`src/rtl/twd_pkg.sv`:
```
package twd_pkg;
  localparam int unsigned ADDR_W = 12;
  localparam int unsigned DATA_W = 32;

  localparam logic [ADDR_W-1:0] OFS_LOAD = 12'h000;
  localparam logic [ADDR_W-1:0] OFS_CTRL = 12'h008;
  localparam logic [ADDR_W-1:0] OFS_KICK = 12'h00C;
  localparam logic [ADDR_W-1:0] OFS_LOCK = 12'hC00;

  localparam logic [DATA_W-1:0] UNLOCK_KEY = 32'h1ACCE551;

  typedef struct packed {
    logic rst_en;   // bit 1
    logic run_en;   // bit 0
  } ctrl_t;
endpackage

```
`src/rtl/twd_regs.sv`:
```
module twd_regs
  import twd_pkg::*;
#(
  parameter int unsigned CNT_W = 32
) (
  input  logic                clk,
  input  logic                rst_n,
  input  logic [ADDR_W-1:0]   bus_addr,
  input  logic                bus_we,
  input  logic [DATA_W-1:0]   bus_wdata,
  output logic [DATA_W-1:0]   bus_rdata,
  output logic [CNT_W-1:0]    load_q,
  output ctrl_t               ctrl_q,
  output logic                locked_q,
  output logic                kick_o,
  output logic                reload_o,
  output logic [CNT_W-1:0]    reload_val_o
);
  logic             wr_open;
  logic             hit_load, hit_ctrl, hit_kick, hit_lock;
  logic [CNT_W-1:0] load_d;
  ctrl_t            ctrl_d;
  logic             locked_d;
  logic             start;

  assign hit_load = (bus_addr == OFS_LOAD);
  assign hit_ctrl = (bus_addr == OFS_CTRL);
  assign hit_kick = (bus_addr == OFS_KICK);
  assign hit_lock = (bus_addr == OFS_LOCK);
  assign wr_open  = bus_we && !locked_q;

  // next-state
  always_comb begin
    load_d   = load_q;
    ctrl_d   = ctrl_q;
    locked_d = locked_q;
    if (bus_we && hit_lock) locked_d = (bus_wdata != UNLOCK_KEY);
    if (wr_open && hit_load) load_d = bus_wdata[CNT_W-1:0];
    if (wr_open && hit_ctrl) ctrl_d = ctrl_t'(bus_wdata[1:0]);
  end

  assign start  = wr_open && hit_ctrl && bus_wdata[0] && !ctrl_q.run_en;
  assign kick_o = wr_open && hit_kick;

  always_comb begin
    reload_o     = 1'b0;
    reload_val_o = load_q;
    if (wr_open && hit_load) begin
      reload_o     = 1'b1;
      reload_val_o = bus_wdata[CNT_W-1:0];
    end else if (kick_o || start) begin
      reload_o     = 1'b1;
    end
  end

  // registers
  always_ff @(posedge clk or negedge rst_n) begin
    if (!rst_n) begin
      load_q   <= '0;
      ctrl_q   <= '0;
      locked_q <= 1'b1;
    end else begin
      load_q   <= load_d;
      ctrl_q   <= ctrl_d;
      locked_q <= locked_d;
    end
  end

  // read mux
  always_comb begin
    bus_rdata = '0;
    if (hit_load)      bus_rdata[CNT_W-1:0] = load_q;
    else if (hit_ctrl) bus_rdata[1:0]       = ctrl_q;
    else if (hit_lock) bus_rdata[0]         = locked_q;
  end

  // a locked write leaves load and control untouched
  p_locked_hold_r2: assert property (@(posedge clk) disable iff (!rst_n)
    (bus_we && locked_q && !hit_lock) |=> ($stable(load_q) && $stable(ctrl_q)));

  // lock state after a lock write follows the key comparison
  p_lock_key_r1: assert property (@(posedge clk) disable iff (!rst_n)
    (bus_we && hit_lock && bus_wdata == UNLOCK_KEY) |=> !locked_q);
endmodule

```
`src/rtl/twd_prescale.sv`:
```
module twd_prescale #(
  parameter int unsigned DIV = 16
) (
  input  logic clk,
  input  logic rst_n,
  input  logic run_i,
  output logic tick_o
);
  generate
    if (DIV > 1) begin : g_div
      localparam int unsigned PW = $clog2(DIV);
      localparam logic [PW-1:0] LAST = PW'(DIV - 1);
      logic [PW-1:0] pre_q, pre_d;

      always_comb begin
        if (!run_i)            pre_d = '0;
        else if (pre_q == LAST) pre_d = '0;
        else                   pre_d = pre_q + 1'b1;
      end

      always_ff @(posedge clk or negedge rst_n) begin
        if (!rst_n) pre_q <= '0;
        else        pre_q <= pre_d;
      end

      assign tick_o = run_i && (pre_q == LAST);

      // steps are never on consecutive cycles
      p_tick_spacing_r3: assert property (@(posedge clk) disable iff (!rst_n)
        tick_o |=> !tick_o);
    end else begin : g_nodiv
      assign tick_o = run_i;
    end
  endgenerate
endmodule

```
`src/rtl/twd_core.sv`:
```
module twd_core #(
  parameter int unsigned CNT_W = 32
) (
  input  logic             clk,
  input  logic             rst_n,
  input  logic             tick_i,
  input  logic             reload_i,
  input  logic [CNT_W-1:0] reload_val_i,
  input  logic             kick_i,
  input  logic             rst_en_i,
  input  logic [CNT_W-1:0] load_i,
  output logic             irq_q,
  output logic             sys_rst_q
);
  logic [CNT_W-1:0] cnt_q, cnt_d;
  logic             irq_d, sys_rst_d;
  logic             expire;

  assign expire = tick_i && !reload_i && (cnt_q == '0);

  always_comb begin
    cnt_d = cnt_q;
    if (reload_i)    cnt_d = reload_val_i;
    else if (expire) cnt_d = load_i;
    else if (tick_i) cnt_d = cnt_q - 1'b1;
  end

  always_comb begin
    irq_d     = irq_q;
    sys_rst_d = sys_rst_q;
    if (kick_i)      irq_d = 1'b0;
    else if (expire) irq_d = 1'b1;
    if (expire && irq_q && rst_en_i) sys_rst_d = 1'b1;
  end

  always_ff @(posedge clk or negedge rst_n) begin
    if (!rst_n) begin
      cnt_q     <= '0;
      irq_q     <= 1'b0;
      sys_rst_q <= 1'b0;
    end else begin
      cnt_q     <= cnt_d;
      irq_q     <= irq_d;
      sys_rst_q <= sys_rst_d;
    end
  end

  // reset rises only if the interrupt was pending and reset enabled
  p_rst_needs_irq_r5: assert property (@(posedge clk) disable iff (!rst_n)
    $rose(sys_rst_q) |-> $past(irq_q && rst_en_i));

  // reset output is sticky
  p_rst_sticky_r6: assert property (@(posedge clk) disable iff (!rst_n)
    sys_rst_q |=> sys_rst_q);

  // a kick always leaves the interrupt clear
  p_kick_clears_r7: assert property (@(posedge clk) disable iff (!rst_n)
    kick_i |=> !irq_q);

  // interrupt only rises on a prescaled step
  p_irq_on_tick_r4: assert property (@(posedge clk) disable iff (!rst_n)
    $rose(irq_q) |-> $past(tick_i));
endmodule

```
`src/rtl/twostage_wdt.sv`:
```
module twostage_wdt
  import twd_pkg::*;
#(
  parameter int unsigned CNT_W   = 32,
  parameter int unsigned PRE_DIV = 16
) (
  input  logic                clk,
  input  logic                rst_n,
  input  logic [ADDR_W-1:0]   bus_addr,
  input  logic                bus_we,
  input  logic [DATA_W-1:0]   bus_wdata,
  output logic [DATA_W-1:0]   bus_rdata,
  output logic                irq_o,
  output logic                sys_rst_o
);
  logic             sync1_q, rst_int_n;
  logic [CNT_W-1:0] load_q, reload_val;
  ctrl_t            ctrl_q;
  logic             locked_q, kick, reload, tick, irq_q;

  // asynchronous assert, synchronous release
  always_ff @(posedge clk or negedge rst_n) begin
    if (!rst_n) begin
      sync1_q   <= 1'b0;
      rst_int_n <= 1'b0;
    end else begin
      sync1_q   <= 1'b1;
      rst_int_n <= sync1_q;
    end
  end

  twd_regs #(.CNT_W(CNT_W)) i_regs (
    .clk          (clk),
    .rst_n        (rst_int_n),
    .bus_addr     (bus_addr),
    .bus_we       (bus_we),
    .bus_wdata    (bus_wdata),
    .bus_rdata    (bus_rdata),
    .load_q       (load_q),
    .ctrl_q       (ctrl_q),
    .locked_q     (locked_q),
    .kick_o       (kick),
    .reload_o     (reload),
    .reload_val_o (reload_val)
  );

  twd_prescale #(.DIV(PRE_DIV)) i_pre (
    .clk    (clk),
    .rst_n  (rst_int_n),
    .run_i  (ctrl_q.run_en),
    .tick_o (tick)
  );

  twd_core #(.CNT_W(CNT_W)) i_core (
    .clk          (clk),
    .rst_n        (rst_int_n),
    .tick_i       (tick),
    .reload_i     (reload),
    .reload_val_i (reload_val),
    .kick_i       (kick),
    .rst_en_i     (ctrl_q.rst_en),
    .load_i       (load_q),
    .irq_q        (irq_q),
    .sys_rst_q    (sys_rst_o)
  );

  assign irq_o = irq_q && ctrl_q.run_en;

  // with the counter stopped the interrupt output is low
  p_stopped_quiet_r9: assert property (@(posedge clk) disable iff (!rst_int_n)
    !ctrl_q.run_en |-> !irq_o);
endmodule

```
`config.mk`:
```
export PLATFORM = sky130hd
export DESIGN_NAME = twostage_wdt
export DESIGN_NICKNAME = d
export VERILOG_FILES = /design/src/rtl/twd_pkg.sv /design/src/rtl/twd_regs.sv /design/src/rtl/twd_prescale.sv /design/src/rtl/twd_core.sv /design/src/rtl/twostage_wdt.sv
export SDC_FILE = /design/constraint.sdc
export NUM_CORES = 1
export LEC_CHECK = 0
export ABC_CLOCK_PERIOD_IN_PS = 3750
export BUFFER_PORTS_ARGS = -buffer_cell sky130_fd_sc_hd__buf_2
export CAP_MARGIN = 20
export CORE_MARGIN = 1
export CORE_UTILIZATION = 55
export DETAILED_ROUTE_END_ITERATION = 10
export GPL_TIMING_DRIVEN = 0
export PLACE_DENSITY_LB_ADDON = 0.15
export SYNTH_ARGS = -nofsm -noshare
export SYNTH_HDL_FRONTEND = slang
export SYNTH_SLANG_ARGS = --single-unit
```
`constraint.sdc`:
```
create_clock -name clk -period 3.75 [get_ports clk]
set_clock_uncertainty 0.1 [all_clocks]
set_input_delay 1.125 -clock clk [delete_from_list [all_inputs] [get_ports clk]]
set_output_delay 1.125 -clock clk [all_outputs]
set_load 0.1 [all_outputs]
```
==> impl_metrics.json, run 1 <==
{
  "worst_hold_slack_ns": 0.175,
  "critPathMaxStageDelay_ns": 0.36,
  "fin_nets": 632,
  "start_util": 0.577,
  "synthArstFlopShare": 1.00,
  "drt_iter0_drc": 373,
  "crit_buf_inv": 3,
  "synthCells": 490,
  "design_area_mm2": 0.00571,
  "ys_types": 65,
  "gp_congestion": 0.932,
  "tightest_slew_ns": 1.07,
  "finalSetupViolations": 0,
  "synthFlopType": "dfrtp_1",
  "outcome": "completed",
  "wl_per_cell_um": 19.9,
  "grt_setup_unrepaired": "true",
  "critical_path_class": "in2out",
  "avgSynthCellArea_um2": 9.20,
  "pre_cts_ws_ns": -0.679,
  "track_usage": 0.334,
  "antenna_found_initial": 0,
  "num_antenna_cells": 0,
  "clkTransAtPathRegs_ns": 0.09,
  "ys_seq_area_frac": 0.417,
  "htreeDepth": 3,
  "clk_latency_ns": 0.37,
  "cts.path.max_buffers": 2,
  "design.die.area_mm2": 0.00856,
  "cts_sinks": 75,
  "cp-startpoint": "bus_addr[6]",
  "placed_cell_area_mm2": 0.00511,
  "drc": 0,
  "ctsRootBufferMaster": "clkbuf_8",
  "grt_pass1_vias": 4290,
  "ant_nets": 0,
  "dieHeight_um": 92.5,
  "coreArea_mm2": 0.00781,
  "layout_commonest_cell": "dfrtp_1",
  "die_w_um": 92.5,
  "cp_slowest_cell": "nor4_4",
  "grt_pass1_wl_mm": 21.7,
  "grt_max_degree": 43,
  "dpl.hpwl_mm": 9.46,
  "cp-start-kind": "input pin",
  "area_delta_synth_final_pct": 26.8,
  "pin_count": 81,
  "period_minus_slack_ns": 3.72,
  "dr.pass1.iters": 5,
  "setup.worst_path.end": "bus_rdata[31]",
  "syn_area_mm2": 0.00451,
  "wirelength_mm": 13.7,
  "grt.overflow.total": 0,
  "cts_tree": "built",
  "reg2regPathDepth": 7,
  "vdd.ir_drop.worst_uv": 251,
  "drive_above_1_share": 0.312,
  "ys_warn_count": 0,
  "ys_ff_latch": 75,
  "path_max_fanout": 10,
  "power.density_mw_per_mm2": 490,
  "synth_edf_count": 0,
  "final_max_slew_viol_count": 0,
  "min_path_type": "reg2async",
  "cp.required_ns": 2.52,
  "finalPower_mw": 2.80,
  "drv_cap": 0,
  "fin_ws_ns": 0.0284,
  "port_buffers": 80,
  "worstPathArrival_ns": 2.50,
  "vias": 4508,
  "r2r_setup_slack_ns": 0.46,
  "post-route-period-util": 0.992,
  "r2r-start": "i_core.cnt_q[22]$_DFFE_PN0P_",
  "slew_headroom": 0.278,
  "reg2reg_to": "i_core.cnt_q[22]$_DFFE_PN0P_",
  "path_delay_family": "simple AND/OR/NAND/NOR gates",
  "numCtsBuffers": 9,
  "core.rowCount": 32,
  "hold_viol": 0,
  "synth_nets": 540,
  "final_cell_mix": "73 x dfrtp_1, 53 x buf_2, 41 x nor2_1",
  "vias_per_cell": 6.54,
  "postCtsSetupBuffers": 0,
  "utilization": 0.732,
  "cts_hold_buffers": 0,
  "leakage_nw": 2.53,
  "path_cells": "buf_2 > nor4_4 > and4_4 > buf_4 > and2_2 > buf_6",
  "endpoint_kind": "output pin",
  "path_depth": 6,
  "max_freq_mhz": 269
}
worst min-delay path by stage:
stage	end	slack, ns	cells past startpoint
floorplan	rst_int_n$_DFF_PN0_	0.23	0
CTS	i_regs.load_q[25]$_DFF_PN0_	0.20	0
finish	i_regs.load_q[25]$_DFF_PN0_	0.17	0
global placement	rst_int_n$_DFF_PN0_	0.24	0
global route	i_regs.load_q[25]$_DFF_PN0_	0.22	0
detailed placement	i_regs.load_q[25]$_DFF_PN0_	0.19	0
synth_stat cells (7+ instances only):
| cell | n | area share |
|---|---|---|
| a21oi_1 | 15 | 0.017 |
| nand3_1 | 32 | 0.036 |
| and2_1 | 33 | 0.046 |
| o31a_1 | 7 | 0.014 |
| nor2_1 | 41 | 0.034 |
| xnor2_1 | 8 | 0.016 |
| nor4_1 | 15 | 0.021 |
| o21ai_0 | 18 | 0.020 |
| inv_1 | 9 | 0.0075 |
| clkbuf_1 | 24 | 0.020 |
| nand4_1 | 8 | 0.011 |
| nor3_1 | 21 | 0.023 |
| o211ai_1 | 14 | 0.023 |
| dfrtp_1 | 74 | 0.41 |
| mux2_2 | 34 | 0.085 |
| o22ai_1 | 7 | 0.0097 |
| nand2_1 | 33 | 0.027 |
worst reg2reg max path: stages (launching register included):
cell	delay (ns)
dfrtp_1	0.41
or4_1	0.53
clkbuf_2	0.17
or4b_1	0.48
buf_2	0.19
nor4_1	0.92
o32ai_1	0.22
o22ai_1	0.20
registers in the layout, summed over array words and instances (netlist names):
signal             flops
i_regs.ctrl_q          2
rst_int_n              1
i_core.sys_rst_q       1
i_regs.locked_q        1
i_regs.load_q         32
i_pre.g_div.pre_q      4
sync1_q                1
i_core.irq_q           1
i_core.cnt_q          32
kinds of logic after synthesis:
logic type	count (synthesis)	synth area share
other	1	0.000832
and+or+nand+nor	222	0.266
muxes	38	0.0938
DFF	75	0.417
xor gates and xnor gates	12	0.0233
AOI/OAI and AO/OA	99	0.156
adders and majority gates	3	0.00833
buffers and inverters	40	0.0350
metrics by stage:
step / TNS, ns / instances
floorplan: -0.111 / 490
global placement: -15.27 / 672
detailed placement: -17.73 / 673
CTS: -0.00170 / 689
global route: -0.00280 / 689
finish: 0 / 689
final cells by class:
| cell class | instances | area (um^2) |
|---|---|---|
| multi-input combinational | 375 | 2560 |
| fill | 601 | 2090 |
| sequential | 75 | 1880 |
| timing repair buffer | 81 | 721 |
| clock buffer | 12 | 155 |
| buffer | 31 | 139 |
| tap | 102 | 128 |
| clock inverter | 4 | 97.6 |
| inverter | 9 | 33.8 |
timing repair:
action                                  4_1_cts  5_1_grt
resized for setup                            75       28
pin swaps                                     0        2
endpoints found under the hold margin         0        0
endpoints found under the setup margin       32       27
power breakdown:
group	leakage, nW	internal (mW)	switching (mW)
clock	0.123	0.479	0.320
sequential	0.994	0.928	0.144
combinational	1.42	0.360	0.570
layer usage:
metal,GRT usage,share of wire,vias up
li1,-,-,2012
met1,0.432,0.41,2201
met2,0.546,0.47,255
met3,0.0616,0.089,40
met4,0.145,0.029,0
met5,0,0,-
(Power assumes the default switching activity.)
==> run 2, diff against run 1 <==
Settings changed: ABC_CLOCK_PERIOD_IN_PS 3750 to 3300, CORE_UTILIZATION 55 to 51.
Clock period 3.75 ns to 3.3 ns, I/O delays scaled along.
==> impl_metrics.json, run 2 (same netlist as run 1, synthesis figures left out) <==
{
  "outcome": "complete, but fails checks",
  "violations": "negative setup slack",
  "design.die.area_mm2": 0.00922,
  "ff_latch_area_mm2": 0.00188,
  "area_delta_synth_final_pct": 34.9,
  "fin_nets": 638,
  "worst_hold_slack_ns": 0.165,
  "leakage_nw": 2.64,
  "clk_latency_ns": 0.35,
  "clkTransAtPathRegs_ns": 0.08,
  "drc": 0,
  "dieHeight_um": 96.0,
  "post-route-period-util": 1.02,
  "dpl.hpwl_mm": 9.53,
  "num_antenna_cells": 0,
  "slew_headroom": 0.378,
  "endpoint_kind": "output pin",
  "cp-start-kind": "input pin",
  "htreeDepth": 3,
  "drt_iter0_drc": 389,
  "power.density_mw_per_mm2": 512,
  "ctsRootBufferMaster": "clkbuf_8",
  "drive_above_1_share": 0.332,
  "final_max_slew_viol_count": 0,
  "grt_pass1_vias": 4398,
  "finalSetupViolations": 31,
  "port_buffers": 80,
  "num-fill-cells": 616,
  "hold_viol": 0,
  "vias": 4484,
  "dr.pass1.iters": 5,
  "track_usage": 0.331,
  "multi_input_area_mm2": 0.00264,
  "cts_tree": "built",
  "min_path_type": "reg2async",
  "design_area_mm2": 0.00608,
  "dp.cells": 676,
  "fin_tns_setup_ns": -1.38,
  "grt_max_degree": 47,
  "wl_per_cell_um": 20.4,
  "critical_path_class": "in2out",
  "top_regs": "i_core.cnt_q x32, i_regs.load_q x32, i_pre.g_div.pre_q x4",
  "period_minus_slack_ns": 3.38,
  "path_max_fanout": 10,
  "fin_ws_ns": -0.0763,
  "tightest_slew_ns": 0.924,
  "start_util": 0.538,
  "max_freq_mhz": 296,
  "drv_cap": 0,
  "cts_sinks": 75,
  "worstPathArrival_ns": 2.29,
  "gp_congestion": 0.891,
  "coreArea_mm2": 0.00838,
  "grt_pass1_wl_mm": 22.6,
  "cp.required_ns": 2.21,
  "die_w_um": 96.0,
  "finalPower_mw": 3.11,
  "ant_nets": 0,
  "finalNonFillerCells": 698,
  "grt.overflow.total": 0,
  "cts.path.max_buffers": 2,
  "pin_count": 81,
  "wirelength_mm": 14.2,
  "final_cell_mix": "73 x dfrtp_1, 49 x buf_2, 37 x nor2_1",
  "numCtsBuffers": 9,
  "vdd.ir_drop.worst_uv": 327,
  "placed_cell_area_mm2": 0.00515,
  "grt_setup_unrepaired": "true",
  "antenna_found_initial": 0,
  "vias_per_cell": 6.42,
  "core.rowCount": 33,
  "layout_commonest_cell": "dfrtp_1"
}
-- run 2: changes by cell type in the layout (fill, tap and decap cells not counted), sizes merged --
cell      delta
clkbuf       +1
clkinv       +2
buf          +3
bufinv       -1
clkinvlp     +1
-- run 2: timing repair --
item / CTS / global route
cloned: 1 / 0
pin swaps: 10 / 6
setup buffers: 4 / 1
hold endpoints to repair: 0 / 0
hold buffers: 0 / 0
gates resized for setup: 151 / 12
setup endpoints to repair: 32 / 44
-- run 2: area by class of cell --
class	count	area share
plain buffers	31	0.0294
clock buffers	10	0.0226
clock inverters	6	0.0146
inverters	9	0.00556
multi-input cells	375	0.434
flip-flops and latches	75	0.309
well taps	105	0.0216
repair buffers	87	0.163
-- run 2: worst max-delay path, cell delays in order --
cell and delay [ns]:
buf_6 0.10, nor4_4 0.30, and4_4 0.37, clkbuf_16 0.19
and2_4 0.16, buf_12 0.17
-- run 2: routing by layer --
metal / vias to the layer above / routed length [um] / global-route usage
met5: - / 0 / 0
met2: 248 / 6780 / 0.535
met1: 2179 / 6070 / 0.453
li1: 2028 / - / -
met4: 0 / 326 / 0.104
met3: 29 / 1060 / 0.0545
-- run 2: per-stage QoR --
stage	setup WS (ns)	util
global placement	-0.835	0.611
global route	-0.109	0.725
CTS	-0.0488	0.719
finish	-0.0763	0.725
floorplan	-0.113	-
detailed placement	-0.868	0.615
-- run 2: final timing paths --
path | start | end | slack (ns) | depth (start not counted)
max | bus_addr[6] | bus_rdata[4] | -0.08 | 6
max in group asynchronous | rst_int_n$_DFF_PN0_ | i_regs.locked_q$_DFFE_PN1P_ | 2.32 | 1
min | rst_int_n$_DFF_PN0_ | i_regs.load_q[21]$_DFF_PN0_ | 0.16 | 0
min reg2reg | rst_int_n$_DFF_PN0_ | i_regs.load_q[21]$_DFF_PN0_ | 0.16 | 0
max reg2reg | i_core.cnt_q[20]$_DFFE_PN0P_ | i_core.cnt_q[22]$_DFFE_PN0P_ | 0.14 | 7
min in group clk | sync1_q$_DFF_PN0_ | rst_int_n$_DFF_PN0_ | 0.26 | 0
-- run 2: report_power, final --
group | total (mW) | switching, mW | internal (mW)
Combinational | 1.08 | 0.653 | 0.422
Clock | 0.812 | 0.366 | 0.446
Sequential | 1.22 | 0.169 | 1.05
